File: src/rtl/wkt_pkg.sv
`timescale 1ns/1ps
package wkt_pkg;
    // counter machine states
    typedef enum logic [1:0] {
        CT_OFF  = 2'd0,
        CT_RUN  = 2'd1,
        CT_DONE = 2'd2
    } ct_state_e;

    // word index of each register (byte offset / 4)
    localparam int IDX_W = 3;
    typedef logic [IDX_W-1:0] reg_idx_t;
    localparam reg_idx_t RI_START_LO = 3'd0;
    localparam reg_idx_t RI_START_HI = 3'd1;
    localparam reg_idx_t RI_LIVE_LO  = 3'd2;
    localparam reg_idx_t RI_LIVE_HI  = 3'd3;
    localparam reg_idx_t RI_MODE     = 3'd4;
    localparam reg_idx_t RI_IRQ      = 3'd5;
    localparam reg_idx_t RI_SNAP_LO  = 3'd6;
    localparam reg_idx_t RI_SNAP_HI  = 3'd7;

    // mode register bit positions
    localparam int MB_REPEAT = 0;
    localparam int MB_RUN    = 1;
    localparam int MB_WIDE   = 16;

    // interrupt register bit positions
    localparam int IB_ENABLE = 0;
    localparam int IB_RAW    = 1;
    localparam int IB_MASKED = 2;
    localparam int IB_CLEAR  = 3;
endpackage

File: src/rtl/wkt_counter.sv
`timescale 1ns/1ps
module wkt_counter
    import wkt_pkg::*;
#(
    parameter int WORD_W = 32
) (
    input  logic                  clk,
    input  logic                  rst_n,
    input  logic                  run_i,
    input  logic                  repeat_i,
    input  logic                  wide_i,
    input  logic                  tick_i,
    input  logic [2*WORD_W-1:0]   start_i,
    output logic [2*WORD_W-1:0]   count_o,
    output logic                  expire_o
);
    localparam int CNT_W = 2 * WORD_W;
    localparam logic [CNT_W-1:0] ONE = CNT_W'(1);

    ct_state_e         state_q, state_d;
    logic [CNT_W-1:0]  count_q, count_d;
    logic [CNT_W-1:0]  cur;
    logic [CNT_W-1:0]  start_eff;
    logic              at_end;

    // width view: in narrow mode the upper word is treated as zero
    always_comb begin
        if (wide_i) begin
            cur       = count_q;
            start_eff = start_i;
        end else begin
            cur       = {{WORD_W{1'b0}}, count_q[WORD_W-1:0]};
            start_eff = {{WORD_W{1'b0}}, start_i[WORD_W-1:0]};
        end
        at_end = (cur <= ONE);
    end

    // state register
    always_ff @(posedge clk or negedge rst_n) begin
        if (!rst_n) state_q <= CT_OFF;
        else        state_q <= state_d;
    end

    // transitions
    always_comb begin
        state_d = state_q;
        unique case (state_q)
            CT_OFF:  if (run_i) state_d = CT_RUN;
            CT_RUN: begin
                if (!run_i)                              state_d = CT_OFF;
                else if (tick_i && at_end && !repeat_i)  state_d = CT_DONE;
            end
            CT_DONE: if (!run_i) state_d = CT_OFF;
            default: state_d = CT_OFF;
        endcase
    end

    // outputs and count datapath
    always_comb begin
        count_d  = count_q;
        expire_o = 1'b0;
        unique case (state_q)
            CT_OFF:  if (run_i) count_d = start_eff;
            CT_RUN: begin
                if (run_i && tick_i) begin
                    if (at_end) begin
                        expire_o = 1'b1;
                        count_d  = repeat_i ? start_eff : '0;
                    end else begin
                        count_d  = cur - ONE;
                    end
                end
            end
            CT_DONE: count_d = '0;
            default: count_d = '0;
        endcase
    end

    always_ff @(posedge clk or negedge rst_n) begin
        if (!rst_n) count_q <= '0;
        else        count_q <= count_d;
    end

    assign count_o = cur;

    // a finished single run holds the count at zero
    a_r4_done_zero: assert property (@(posedge clk) disable iff (!rst_n)
        (state_q == CT_DONE) |-> (count_q == '0));

    // while running with no tick the count is held
    a_r3_no_tick_hold: assert property (@(posedge clk) disable iff (!rst_n)
        (state_q == CT_RUN && run_i && !tick_i) |=> $stable(count_q));

    // stopped and not started, the count is frozen
    a_r7_off_frozen: assert property (@(posedge clk) disable iff (!rst_n)
        (state_q == CT_OFF && !run_i) |=> $stable(count_q));

    // leaving RUN for DONE only happens on an expiry
    a_r4_done_by_expiry: assert property (@(posedge clk) disable iff (!rst_n)
        (state_q == CT_RUN && state_d == CT_DONE) |-> expire_o);
endmodule

File: src/rtl/wkt_irq.sv
`timescale 1ns/1ps
module wkt_irq (
    input  logic clk,
    input  logic rst_n,
    input  logic wr_i,
    input  logic enable_bit_i,
    input  logic clear_bit_i,
    input  logic expire_i,
    output logic enable_o,
    output logic raw_o,
    output logic irq_o
);
    logic enable_q;
    logic raw_q;

    always_ff @(posedge clk or negedge rst_n) begin
        if (!rst_n) begin
            enable_q <= 1'b0;
            raw_q    <= 1'b0;
        end else begin
            if (wr_i) enable_q <= enable_bit_i;
            // a fresh expiry outranks a clear on the same edge
            if (expire_i)                 raw_q <= 1'b1;
            else if (wr_i && clear_bit_i) raw_q <= 1'b0;
        end
    end

    assign enable_o = enable_q;
    assign raw_o    = raw_q;
    assign irq_o    = raw_q & enable_q;

    // an expiry always leaves raw status set
    a_r9_expire_wins: assert property (@(posedge clk) disable iff (!rst_n)
        expire_i |=> raw_q);

    // a clear without an expiry drops raw status
    a_r8_clear_drops: assert property (@(posedge clk) disable iff (!rst_n)
        (wr_i && clear_bit_i && !expire_i) |=> !raw_q);

    // raw status only rises through an expiry
    a_r8_raw_source: assert property (@(posedge clk) disable iff (!rst_n)
        $rose(raw_q) |-> $past(expire_i));
endmodule

File: src/rtl/wkt_regs.sv
`timescale 1ns/1ps
module wkt_regs
    import wkt_pkg::*;
#(
    parameter int WORD_W = 32,
    parameter int ADDR_W = 5
) (
    input  logic                  clk,
    input  logic                  rst_n,
    input  logic [ADDR_W-1:0]     bus_addr,
    input  logic                  bus_we,
    input  logic                  bus_re,
    input  logic [WORD_W-1:0]     bus_wdata,
    output logic [WORD_W-1:0]     bus_rdata,
    input  logic [2*WORD_W-1:0]   count_i,
    input  logic                  irq_en_i,
    input  logic                  irq_raw_i,
    output logic [2*WORD_W-1:0]   start_o,
    output logic                  run_o,
    output logic                  repeat_o,
    output logic                  wide_o,
    output logic                  irq_wr_o
);
    localparam int CNT_W = 2 * WORD_W;

    logic              aligned;
    reg_idx_t          idx;
    logic [WORD_W-1:0] start_lo_q, start_hi_q;
    logic              run_q, repeat_q, wide_q;
    logic [CNT_W-1:0]  snap_q;
    logic              wr_hit, rd_hit;

    assign aligned = (bus_addr[1:0] == 2'b00);
    assign idx     = bus_addr[IDX_W+1:2];
    assign wr_hit  = bus_we && aligned;
    assign rd_hit  = bus_re && aligned;

    always_ff @(posedge clk or negedge rst_n) begin
        if (!rst_n) begin
            start_lo_q <= '0;
            start_hi_q <= '0;
            run_q      <= 1'b0;
            repeat_q   <= 1'b0;
            wide_q     <= 1'b0;
        end else if (wr_hit) begin
            unique case (idx)
                RI_START_LO: start_lo_q <= bus_wdata;
                RI_START_HI: start_hi_q <= bus_wdata;
                RI_MODE: begin
                    repeat_q <= bus_wdata[MB_REPEAT];
                    run_q    <= bus_wdata[MB_RUN];
                    wide_q   <= bus_wdata[MB_WIDE];
                end
                default: ;
            endcase
        end
    end

    // snapshot of the full count on a read of the live low word
    always_ff @(posedge clk or negedge rst_n) begin
        if (!rst_n)                          snap_q <= '0;
        else if (rd_hit && idx == RI_LIVE_LO) snap_q <= count_i;
    end

    always_comb begin
        bus_rdata = '0;
        if (aligned) begin
            unique case (idx)
                RI_START_LO: bus_rdata = start_lo_q;
                RI_START_HI: bus_rdata = start_hi_q;
                RI_LIVE_LO:  bus_rdata = count_i[WORD_W-1:0];
                RI_LIVE_HI:  bus_rdata = count_i[CNT_W-1:WORD_W];
                RI_MODE: begin
                    bus_rdata[MB_REPEAT] = repeat_q;
                    bus_rdata[MB_RUN]    = run_q;
                    bus_rdata[MB_WIDE]   = wide_q;
                end
                RI_IRQ: begin
                    bus_rdata[IB_ENABLE] = irq_en_i;
                    bus_rdata[IB_RAW]    = irq_raw_i;
                    bus_rdata[IB_MASKED] = irq_raw_i & irq_en_i;
                end
                RI_SNAP_LO:  bus_rdata = snap_q[WORD_W-1:0];
                RI_SNAP_HI:  bus_rdata = snap_q[CNT_W-1:WORD_W];
                default:     bus_rdata = '0;
            endcase
        end
    end

    assign start_o  = {start_hi_q, start_lo_q};
    assign run_o    = run_q;
    assign repeat_o = repeat_q;
    assign wide_o   = wide_q;
    assign irq_wr_o = wr_hit && (idx == RI_IRQ);

    // the snapshot holds the count seen on the latching read
    a_r10_snap_latch: assert property (@(posedge clk) disable iff (!rst_n)
        (rd_hit && idx == RI_LIVE_LO) |=> (snap_q == $past(count_i)));

    // without that read the snapshot does not move
    a_r10_snap_hold: assert property (@(posedge clk) disable iff (!rst_n)
        !(rd_hit && idx == RI_LIVE_LO) |=> $stable(snap_q));

    // start words change only on a bus write
    a_r2_start_hold: assert property (@(posedge clk) disable iff (!rst_n)
        !bus_we |=> ($stable(start_lo_q) && $stable(start_hi_q)));
endmodule

File: src/rtl/wake_timer.sv
`timescale 1ns/1ps
module wake_timer
    import wkt_pkg::*;
#(
    parameter int WORD_W = 32,
    parameter int ADDR_W = 5
) (
    input  logic              clk,
    input  logic              rst_n,
    input  logic              tick_i,
    input  logic [ADDR_W-1:0] bus_addr,
    input  logic              bus_we,
    input  logic              bus_re,
    input  logic [WORD_W-1:0] bus_wdata,
    output logic [WORD_W-1:0] bus_rdata,
    output logic              irq_o
);
    localparam int CNT_W = 2 * WORD_W;

    logic [CNT_W-1:0] start_w, count_w;
    logic             run_w, repeat_w, wide_w;
    logic             irq_wr_w, irq_en_w, irq_raw_w, expire_w;

    wkt_regs #(.WORD_W(WORD_W), .ADDR_W(ADDR_W)) u_regs (
        .clk       (clk),
        .rst_n     (rst_n),
        .bus_addr  (bus_addr),
        .bus_we    (bus_we),
        .bus_re    (bus_re),
        .bus_wdata (bus_wdata),
        .bus_rdata (bus_rdata),
        .count_i   (count_w),
        .irq_en_i  (irq_en_w),
        .irq_raw_i (irq_raw_w),
        .start_o   (start_w),
        .run_o     (run_w),
        .repeat_o  (repeat_w),
        .wide_o    (wide_w),
        .irq_wr_o  (irq_wr_w)
    );

    wkt_counter #(.WORD_W(WORD_W)) u_counter (
        .clk      (clk),
        .rst_n    (rst_n),
        .run_i    (run_w),
        .repeat_i (repeat_w),
        .wide_i   (wide_w),
        .tick_i   (tick_i),
        .start_i  (start_w),
        .count_o  (count_w),
        .expire_o (expire_w)
    );

    wkt_irq u_irq (
        .clk          (clk),
        .rst_n        (rst_n),
        .wr_i         (irq_wr_w),
        .enable_bit_i (bus_wdata[IB_ENABLE]),
        .clear_bit_i  (bus_wdata[IB_CLEAR]),
        .expire_i     (expire_w),
        .enable_o     (irq_en_w),
        .raw_o        (irq_raw_w),
        .irq_o        (irq_o)
    );

    // in narrow mode the live high word is zero
    a_r3_narrow_high_zero: assert property (@(posedge clk) disable iff (!rst_n)
        !wide_w |-> (count_w[CNT_W-1:WORD_W] == '0));
endmodule

File: config.mk
export PLATFORM = sky130hd
export DESIGN_NAME = wake_timer
export DESIGN_NICKNAME = d
export VERILOG_FILES = /design/src/rtl/wkt_pkg.sv /design/src/rtl/wkt_counter.sv /design/src/rtl/wkt_irq.sv /design/src/rtl/wkt_regs.sv /design/src/rtl/wake_timer.sv
export SDC_FILE = /design/constraint.sdc
export NUM_CORES = 1
export LEC_CHECK = 0
export BUFFER_PORTS_ARGS = -buffer_cell sky130_fd_sc_hd__buf_2
export CORE_ASPECT_RATIO = 1.1
export CORE_MARGIN = 2
export CORE_UTILIZATION = 40
export DETAILED_ROUTE_END_ITERATION = 8
export HOLD_SLACK_MARGIN = 0.12
export PLACE_DENSITY = 0.58
export SYNTH_ARGS = -nofsm -noshare
export SYNTH_HDL_FRONTEND = slang
export SYNTH_HIERARCHICAL = 1
export SYNTH_SLANG_ARGS = --single-unit
File: constraint.sdc
create_clock -name clk -period 4 [get_ports clk]
set_input_delay 0 -clock clk [delete_from_list [all_inputs] [get_ports clk]]
set_output_delay 0 -clock clk [all_outputs]
set_load 0.1 [all_outputs]
Word-level counts from Yosys, hierarchy flattened. Cells that the tools add are included.

Flip-flop bits (word level): 199. Word-level logic and storage cells: 67. Output and inout bits: 33. Input bits: 42.

Order comparisons: 1. Equal/unequal tests: 13. Bitwise logic cells: 1. Reductions and logical operators: 18. Mux-type cells: 23. $add $sub $neg: 1.

Operators with widths (number): 2-to-1 mux 64 bit (6); case mux 64 bit (2 select lines) (1); case mux 15 bit (6 select lines) (1); case mux 13 bit (6 select lines) (1); <= comparator 64 x 1 -> 1 bit, second input constant (1); subtractor 64 x 1 -> 64 bit, second input constant (1); 2-to-1 mux 32 bit (1); case mux 2 bit (8 select lines) (1); case mux 1 bit (7 select lines) (2); equality test 3 bit, second input constant (4); logical AND 1 bit (8); 2-to-1 mux 2 bit (4); AND reduction 2 bit (4); equality test 3 x 2 -> 1 bit, second input constant (2); case mux 2 bit (3 select lines) (1); 2-to-1 mux 1 bit (5); zero test 2 bit (2); != test 2 bit, second input constant (2); equality test 3 x 1 -> 1 bit, second input constant (1); zero test 3 bit (1); != test 3 x 2 -> 1 bit, second input constant (1); AND reduction 3 bit (1); equality test 2 x 1 -> 1 bit, second input constant (1); equality test 2 bit, second input constant (1); other kinds (4) (4).

Longest topological paths before layout. Gate-level depths: netlist of run 1.

Depth in word-level cells: 7. Gate-level depth with buffers: 10. Depth with buffers taken out: 8.

By module. Netlist of run 1, hierarchy kept.

By module, submodules not included: wkt_regs (times used 1, sequential area each 3278.1 um^2, cells each 505, area each 7060.5 um^2); wkt_counter (times used 1, sequential area each 1651.6 um^2, cells each 742, area each 5710.5 um^2); wkt_irq (times used 1, sequential area each 50.0 um^2, cells each 6, area each 82.6 um^2).

Worst setup path before layout of run 1. OpenSTA, ideal clock, no wires.

Path kind: register -> output. Start: register u_regs.wide_q, in the netlist u_regs/wide_o. End: output port bus_rdata[16]. Buffers on the path: 3. Setup slack: -0.482 ns. Data arrival time: 4.482 ns. Cell stages (with the launch flop): 10. Required time: 4.000 ns. Cells stage by stage: dfrtp_1 -> clkbuf_1 -> clkbuf_1 -> clkbuf_1 -> nand2_1 -> inv_1 -> mux2i_1 -> o21ai_1 -> a221oi_1 -> nor4_1.

Longest elaborated chain between the ends: 3.

RTL lines: start: declaration (line wkt_regs.sv:29) `logic run_q, repeat_q, wide_q;`; start signal: assignment (line wkt_regs.sv:52) `wide_q <= bus_wdata[MB_WIDE];`; 2-to-1 mux 64 bit (line wkt_counter.sv:28) `if (wide_i) begin`; via count_w[48] (line wake_timer.sv:20) `logic [CNT_W-1:0] start_w, count_w;`; case mux 1 bit (7 select lines) (line wkt_regs.sv:68) `unique case (idx)`; 2-to-1 mux 32 bit (line wkt_regs.sv:67) `if (aligned) begin`; end: declaration (line wake_timer.sv:15) `output logic [WORD_W-1:0] bus_rdata,`.

The timed path passes the listed nets, and every way through them passes these cells.

Worst setup path after layout of run 1.
Start: register u_counter.count_q[37]. End: register u_counter.count_q[57].

Longest elaborated chain between the ends: 5. Elaborated cells between the ends (all ways): 6. Those cells by class: 1 x add/sub; 1 x order compare; 4 x mux.

RTL lines: start: declaration (line wkt_counter.sv:21) `logic [CNT_W-1:0] count_q, count_d;`; start signal: assignment (line wkt_counter.sv:81) `else count_q <= count_d;`; 2-to-1 mux 64 bit (*) (line wkt_counter.sv:28); subtractor 64 x 1 -> 64 bit or <= comparator 64 x 1 -> 1 bit (tied branches) (line wkt_counter.sv:70, wkt_counter.sv:35); 2-to-1 mux 64 bit (*) (line wkt_counter.sv:66) `if (at_end) begin`; 2-to-1 mux 64 bit (*) (line wkt_counter.sv:65) `if (run_i && tick_i) begin`; case mux 64 bit (2 select lines) (*) (line wkt_counter.sv:62) `unique case (state_q)`.

Every way passes the cells marked *; elsewhere a longest branch is shown, timed or not. The select of a mux whose other input is x is not followed. A chain may end at the register's enable or synchronous reset.

==> qor.yml, run 1 <==
logic_synthesis:
  synth.distinct_cells: 80
  ys_async_sr_fraction_pct: 100
  synth.cell_area_um2: 12900
  avgSynthCellArea_um2: 10.3
  ys_seq_elements: 199
  synth_warnings: 6
  synth-main-ff-cell: "dfrtp_1"
  syn-instance-count: 1253
  synth_seq_area_share_pct: 38.7
  syn_nets: 1297
  synth-edff-count: 0
worst_setup_path:
  setup.worst_path.class: "flop to flop"
  cp_slowest_cell: "o41ai_1"
  cp_top_family: "compound AO/OA/AOI/OAI gates"
  crit_path_end_kind: "flop"
  crit_chain: "o41ai_1, and4_1, nand4_1, nor3_4, buf_4, a32o_1, a221o_1"
  worstPathArrival_ps: 3800
  cp.buffers_inverters: 1
  critPathLaunchType: "flop"
  cp.required_ps: 4380
  path_max_fanout: 19
  slowest_delay_ps: 800
final_layout:
  nNetsFinal: 1366
  layout_common_cells: "dfrtp_1 (198), mux2_2 (107), a21oi_1 (81), buf_2 (72), nand2_1 (70)"
  seq_area_um2: 4980
  fillers: 3021
  final_cells: 1755
  multi_input_area_um2: 7030
  drive_gt1_share_pct: 27.3
  layout_commonest_cell: "dfrtp_1"
  diodes: 0
  area_growth_pct: 12.7
routing:
  viasPerCell: 6.31
  drtAntennaViolNets: 0
  vias: 11100
  drt_pre_antenna_iters: 5
  wl_per_cell_um: 27.1
  drt-initial-drc-count: 932
  drc: 0
  routed_wl_um: 47500
floorplan:
  die-area_um2: 33600
  die_y_um: 192
  chipWidth_um: 175
  core_um2: 31500
  placementRows: 68
  initial_core_util_pct: 40.8
  ios: 75
run:
  drv_cap: 0
clocking:
  clk_pin_slew_ps: 90
  cts_tree: "built"
  cts_hold_buf: 35
  root_buffer: "clkbuf_16"
  clock_sinks: 199
  clk_latency_ps: 460
  cts_buffers: 17
  max-clock-path-buffers: 2
  htree_levels: 4
  ctsResizeCount: 0
  post_cts_buffers: 0
timing:
  clock_skew_ps: 17.8
  grt_setup_unrepaired: "no"
  tightestPinTransition_ps: 1080
  slew_headroom_pct: 27.7
  fin_tns_setup_ps: 0
  period_share_pct: 85.3
  fmax_mhz: 293
  slew_viol_final: 0
  setup_violations: 0
  hold_viol: 0
  finalCriticalPeriod_ps: 3410
place:
  gp_congestion: 0.999
  placedCellCount: 1688
  portBuffers: 74
  place_hpwl_um: 33300
global_routing:
  grt_pass1_wl_um: 71100
  gr-total-overflow: 0
  track_usage_pct: 28.5
  grt_util_met1_pct: 39.7
  grt_antenna_before_repair: 2
  met3_usage_pct: 4.83
  grt_max_degree: 106
  met2_usage_pct: 44.5
  gr-max-usage-layer: "met2"
  grt_pass1_vias: 10800
pwr:
  p_leak_uw: 0.00665
  ir_drop_mv: 0.333
  power_density_nw_per_um2: 540
hold_path:
  hp-class: "primary input to flop"
run_status:
  status: "completed"
## sequential cells by signal (all words and copies together) (netlist names)
register and count:
u_counter/count_q 64, u_regs/snap_q 64, u_regs/start_hi_q 32, u_regs/start_lo_q 32
u_counter/state_q 2, u_irq/enable_o 1, u_irq/raw_o 1, u_regs/repeat_o 1
u_regs/run_o 1, u_regs/wide_o 1
## through the flow
step	total power (µW)	utilization, %	hold slack [ps]	setup WS [ps]	cell area, µm²
global placement	5930	43.0	187	710	13500
global route	8200	46.0	199	498	14500
finish	7830	46.0	186	587	14500
CTS	7790	46.0	184	658	14500
floorplan	5050	-	-296	380	12900
detailed placement	5950	43.0	186	687	13500
## cells in the mapped netlist, drive strengths merged (23+ instances only)
library cell | count | share of area, %
a21oi | 82 | 3.2
nand2 | 72 | 2.1
o31ai | 27 | 1.6
and2 | 31 | 1.5
nor4 | 33 | 1.7
mux2i | 23 | 1.8
mux2 | 176 | 17
clkbuf | 51 | 1.6
nor2 | 66 | 2.0
nor3 | 26 | 1.1
nand3 | 36 | 1.4
o21ai | 33 | 1.3
inv | 34 | 0.99
and3 | 31 | 1.5
buf | 69 | 4.3
dfrtp | 199 | 39
## metal layers
| metal | vias up | part of all wire [%] |
|---|---|---|
| li1 | 4825 | - |
| met1 | 5668 | 44 |
| met2 | 494 | 45 |
| met3 | 83 | 7.2 |
| met4 | 2 | 3.2 |
| met5 | - | 0.038 |
## where the power goes
| group | switching, µW | internal [µW] | total [µW] | leakage, µW |
|---|---|---|---|---|
| clock | 892 | 906 | 1800 | 0.000294 |
| sequential | 655 | 2450 | 3100 | 0.00263 |
| combinational | 1740 | 1180 | 2920 | 0.00373 |
| total | 3290 | 4540 | 7830 | 0.00665 |
## worst register-to-register path: cells and delay by family (launching register included)
kind / cells / cell delay (ps)
compound gates: 3 / 1460
flops: 1 / 450
buf+inv: 1 / 360
simple gates: 3 / 1080
## cell families (layout without fill, tap and decap cells)
family / count (synthesis) / after routing / share of synthesized area (%)
flip-flops: 199 / 199 / 38.7
multiplexers: 210 / 210 / 21.2
XOR/XNOR: 34 / 34 / 2.32
adder cells (fa/ha/maj): 2 / 2 / 0.195
AND/OR/NAND/NOR: 366 / 366 / 15.4
AO/OA/AOI/OAI: 286 / 286 / 15.2
buffers and inverters: 156 / 238 / 6.93
## path summary, 6_finish.rpt
| check | start | slack [ps] | end | depth (start not counted) |
|---|---|---|---|---|
| worst max register to register | u_counter/count_q[37]$_DFFE_PN0P_ | 590 | u_counter/count_q[57]$_DFFE_PN0P_ | 7 |
| worst min-delay path | bus_re | 190 | u_regs/snap_q[34]$_DFFE_PN0P_ | 3 |
| max in group asynchronous | rst_n | 2860 | u_regs/snap_q[55]$_DFFE_PN0P_ | 3 |
| worst max-delay path | u_counter/count_q[37]$_DFFE_PN0P_ | 590 | u_counter/count_q[57]$_DFFE_PN0P_ | 7 |
| min in group asynchronous | rst_n | 210 | u_regs/start_lo_q[9]$_DFFE_PN0P_ | 2 |
| worst min register to register | u_regs/snap_q[59]$_DFFE_PN0P_ | 510 | u_regs/snap_q[59]$_DFFE_PN0P_ | 1 |
## area by class of cell
class                      count  area share (%)
clock buffer                  18            3.03
clock inverter                14            1.05
inverter                      36           0.933
multi-input combinational    898            48.6
sequential                   199            34.4
tap                          420            3.63
timing repair buffer         170            8.39
Power figures use the tool's default switching activity.
==> inputs of run 2 (changes only) <==
--- a/config.mk
+++ b/config.mk
@@ -9,6 +9,7 @@
 export CORE_ASPECT_RATIO = 1.1
 export CORE_MARGIN = 2
 export CORE_UTILIZATION = 40
+export CTS_BUF_LIST = sky130_fd_sc_hd__clkbuf_8
 export DETAILED_ROUTE_END_ITERATION = 8
 export HOLD_SLACK_MARGIN = 0.12
 export PLACE_DENSITY = 0.58
==> run 2 against run 1 <==
  * Combinational power barely moved
  * Non-clock buffer count up 1
  * Flip-flop and latch count did not move
  * Clock power is 23% lower
  * First-iteration DRC count increased by 2.3%
  * Power down 5.5%
  * Largest power group unchanged
==> qor.yml, run 2 (same netlist as run 1, synthesis figures left out) <==
floorplan:
  die_y_um: 192
  chipWidth_um: 175
  die-area_um2: 33600
  placementRows: 68
  initial_core_util_pct: 40.8
  core_um2: 31500
  ios: 75
routing:
  routed_wl_um: 47400
  wl_per_cell_um: 27.0
  drc: 0
  viasPerCell: 6.26
  drt_pre_antenna_iters: 5
  drtAntennaViolNets: 0
  drt-initial-drc-count: 953
  vias: 11000
final_layout:
  top_regs: "u_counter/count_q (64), u_regs/snap_q (64)"
  layout_common_cells: "dfrtp_1 (198), mux2_2 (107), a21oi_1 (81), buf_2 (72), nand2_1 (70)"
  drive_gt1_share_pct: 27.2
  diodes: 0
  layout_commonest_cell: "dfrtp_1"
  area_growth_pct: 11.3
  nNetsFinal: 1367
  post-route-util_pct: 45.4
hold_path:
  hp-class: "primary input to asynchronous set/reset pin"
timing:
  fmax_mhz: 293
  finalCriticalPeriod_ps: 3410
  setup_violations: 0
  clock_skew_ps: 28.3
  fin_tns_setup_ps: 0
  grt_setup_unrepaired: "no"
  hold_viol: 0
  slew_viol_final: 0
  tightestPinTransition_ps: 1060
  slew_headroom_pct: 28.8
  period_share_pct: 85.3
clocking:
  htree_levels: 4
  root_buffer: "clkbuf_8"
  clock_sinks: 199
  cts_tree: "built"
  ctsResizeCount: 0
  cts_buffers: 17
  clk_pin_slew_ps: 120
  max-clock-path-buffers: 2
  clk_latency_ps: 510
  post_cts_buffers: 0
run_status:
  status: "completed"
global_routing:
  grt_util_met1_pct: 40.3
  grt_pass1_vias: 10700
  met2_usage_pct: 44.8
  gr-total-overflow: 0
  grt_pass1_wl_um: 71100
  met3_usage_pct: 3.86
  gr-max-usage-layer: "met2"
  grt_max_degree: 106
  grt_antenna_before_repair: 1
  track_usage_pct: 28.6
pwr:
  p_leak_uw: 0.00657
  power_density_nw_per_um2: 517
  ir_drop_mv: 0.248
place:
  gp_congestion: 0.999
  place_hpwl_um: 33300
  portBuffers: 74
worst_setup_path:
  cp.required_ps: 4000
  worstPathArrival_ps: 3410
  critPathLaunchType: "flop"
  rr_worst_depth: 7
  setup.worst_path.class: "flop to output pin"
  crit_path_end_kind: "output pin"
  path_max_fanout: 34
run:
  drv_cap: 0
run 2: timing repair:
item                       4_1_cts  5_1_grt
hold buffers                    36        0
setup endpoints to repair        0        0
hold endpoints to repair       176        0
run 2: area by class of cell:
type,count,area [µm²]
fillers,3049,17200
multi-input cells,898,7030
flip-flops and latches,199,4980
repair buffers,171,1220
well taps,420,526
clock buffers,18,248
clock inverters,14,153
inverters,36,135
run 2: critical path: stages, from the launching register on:
cell     delay [ps]
dfrtp_2         820
buf_4           390
buf_4           250
and2_1          230
mux4_1          260
nand3_1          80
o21ai_1         340
buf_2           530
run 2: metal layers:
metal	vias to the layer above	part of all wire [%]
met5	-	0
met1	5619	45
met3	79	6.6
li1	4826	-
met2	477	46
met4	0	3.3
run 2: through the flow:
stage                     power, µW  setup WS, ps  hold WS [ps]  cell area (µm²)  std cells
after global placement         5930           710           187            13500       1688
after detailed placement       5950           687           186            13500       1688
after global routing           7780           506           217            14300       1756
after floorplan                5050           380          -296            12900       1253
after CTS                      7360           651           194            14300       1756
final                          7400           589           157            14300       1756
run 2: worst paths after layout:
path / startpoint / to / slack [ps]
min: rst_n / u_regs/snap_q[11]$_DFFE_PN0P_ / 160
min in group clk: bus_wdata[10] / u_regs/start_lo_q[10]$_DFFE_PN0P_ / 260
max in group asynchronous: rst_n / u_regs/start_lo_q[29]$_DFFE_PN0P_ / 2930
min reg2reg: u_regs/snap_q[5]$_DFFE_PN0P_ / u_regs/snap_q[5]$_DFFE_PN0P_ / 520
max reg2reg: u_counter/count_q[37]$_DFFE_PN0P_ / u_counter/count_q[57]$_DFFE_PN0P_ / 620
max: u_regs/wide_o$_DFFE_PN0P_ / bus_rdata[17] / 590
run 2: report_power, final:
group | switching, µW | leakage, µW | internal (µW) | total [µW]
Combinational | 1740 | 0.00373 | 1180 | 2920
Clock | 839 | 0.000206 | 539 | 1380
Sequential | 652 | 0.00263 | 2450 | 3100
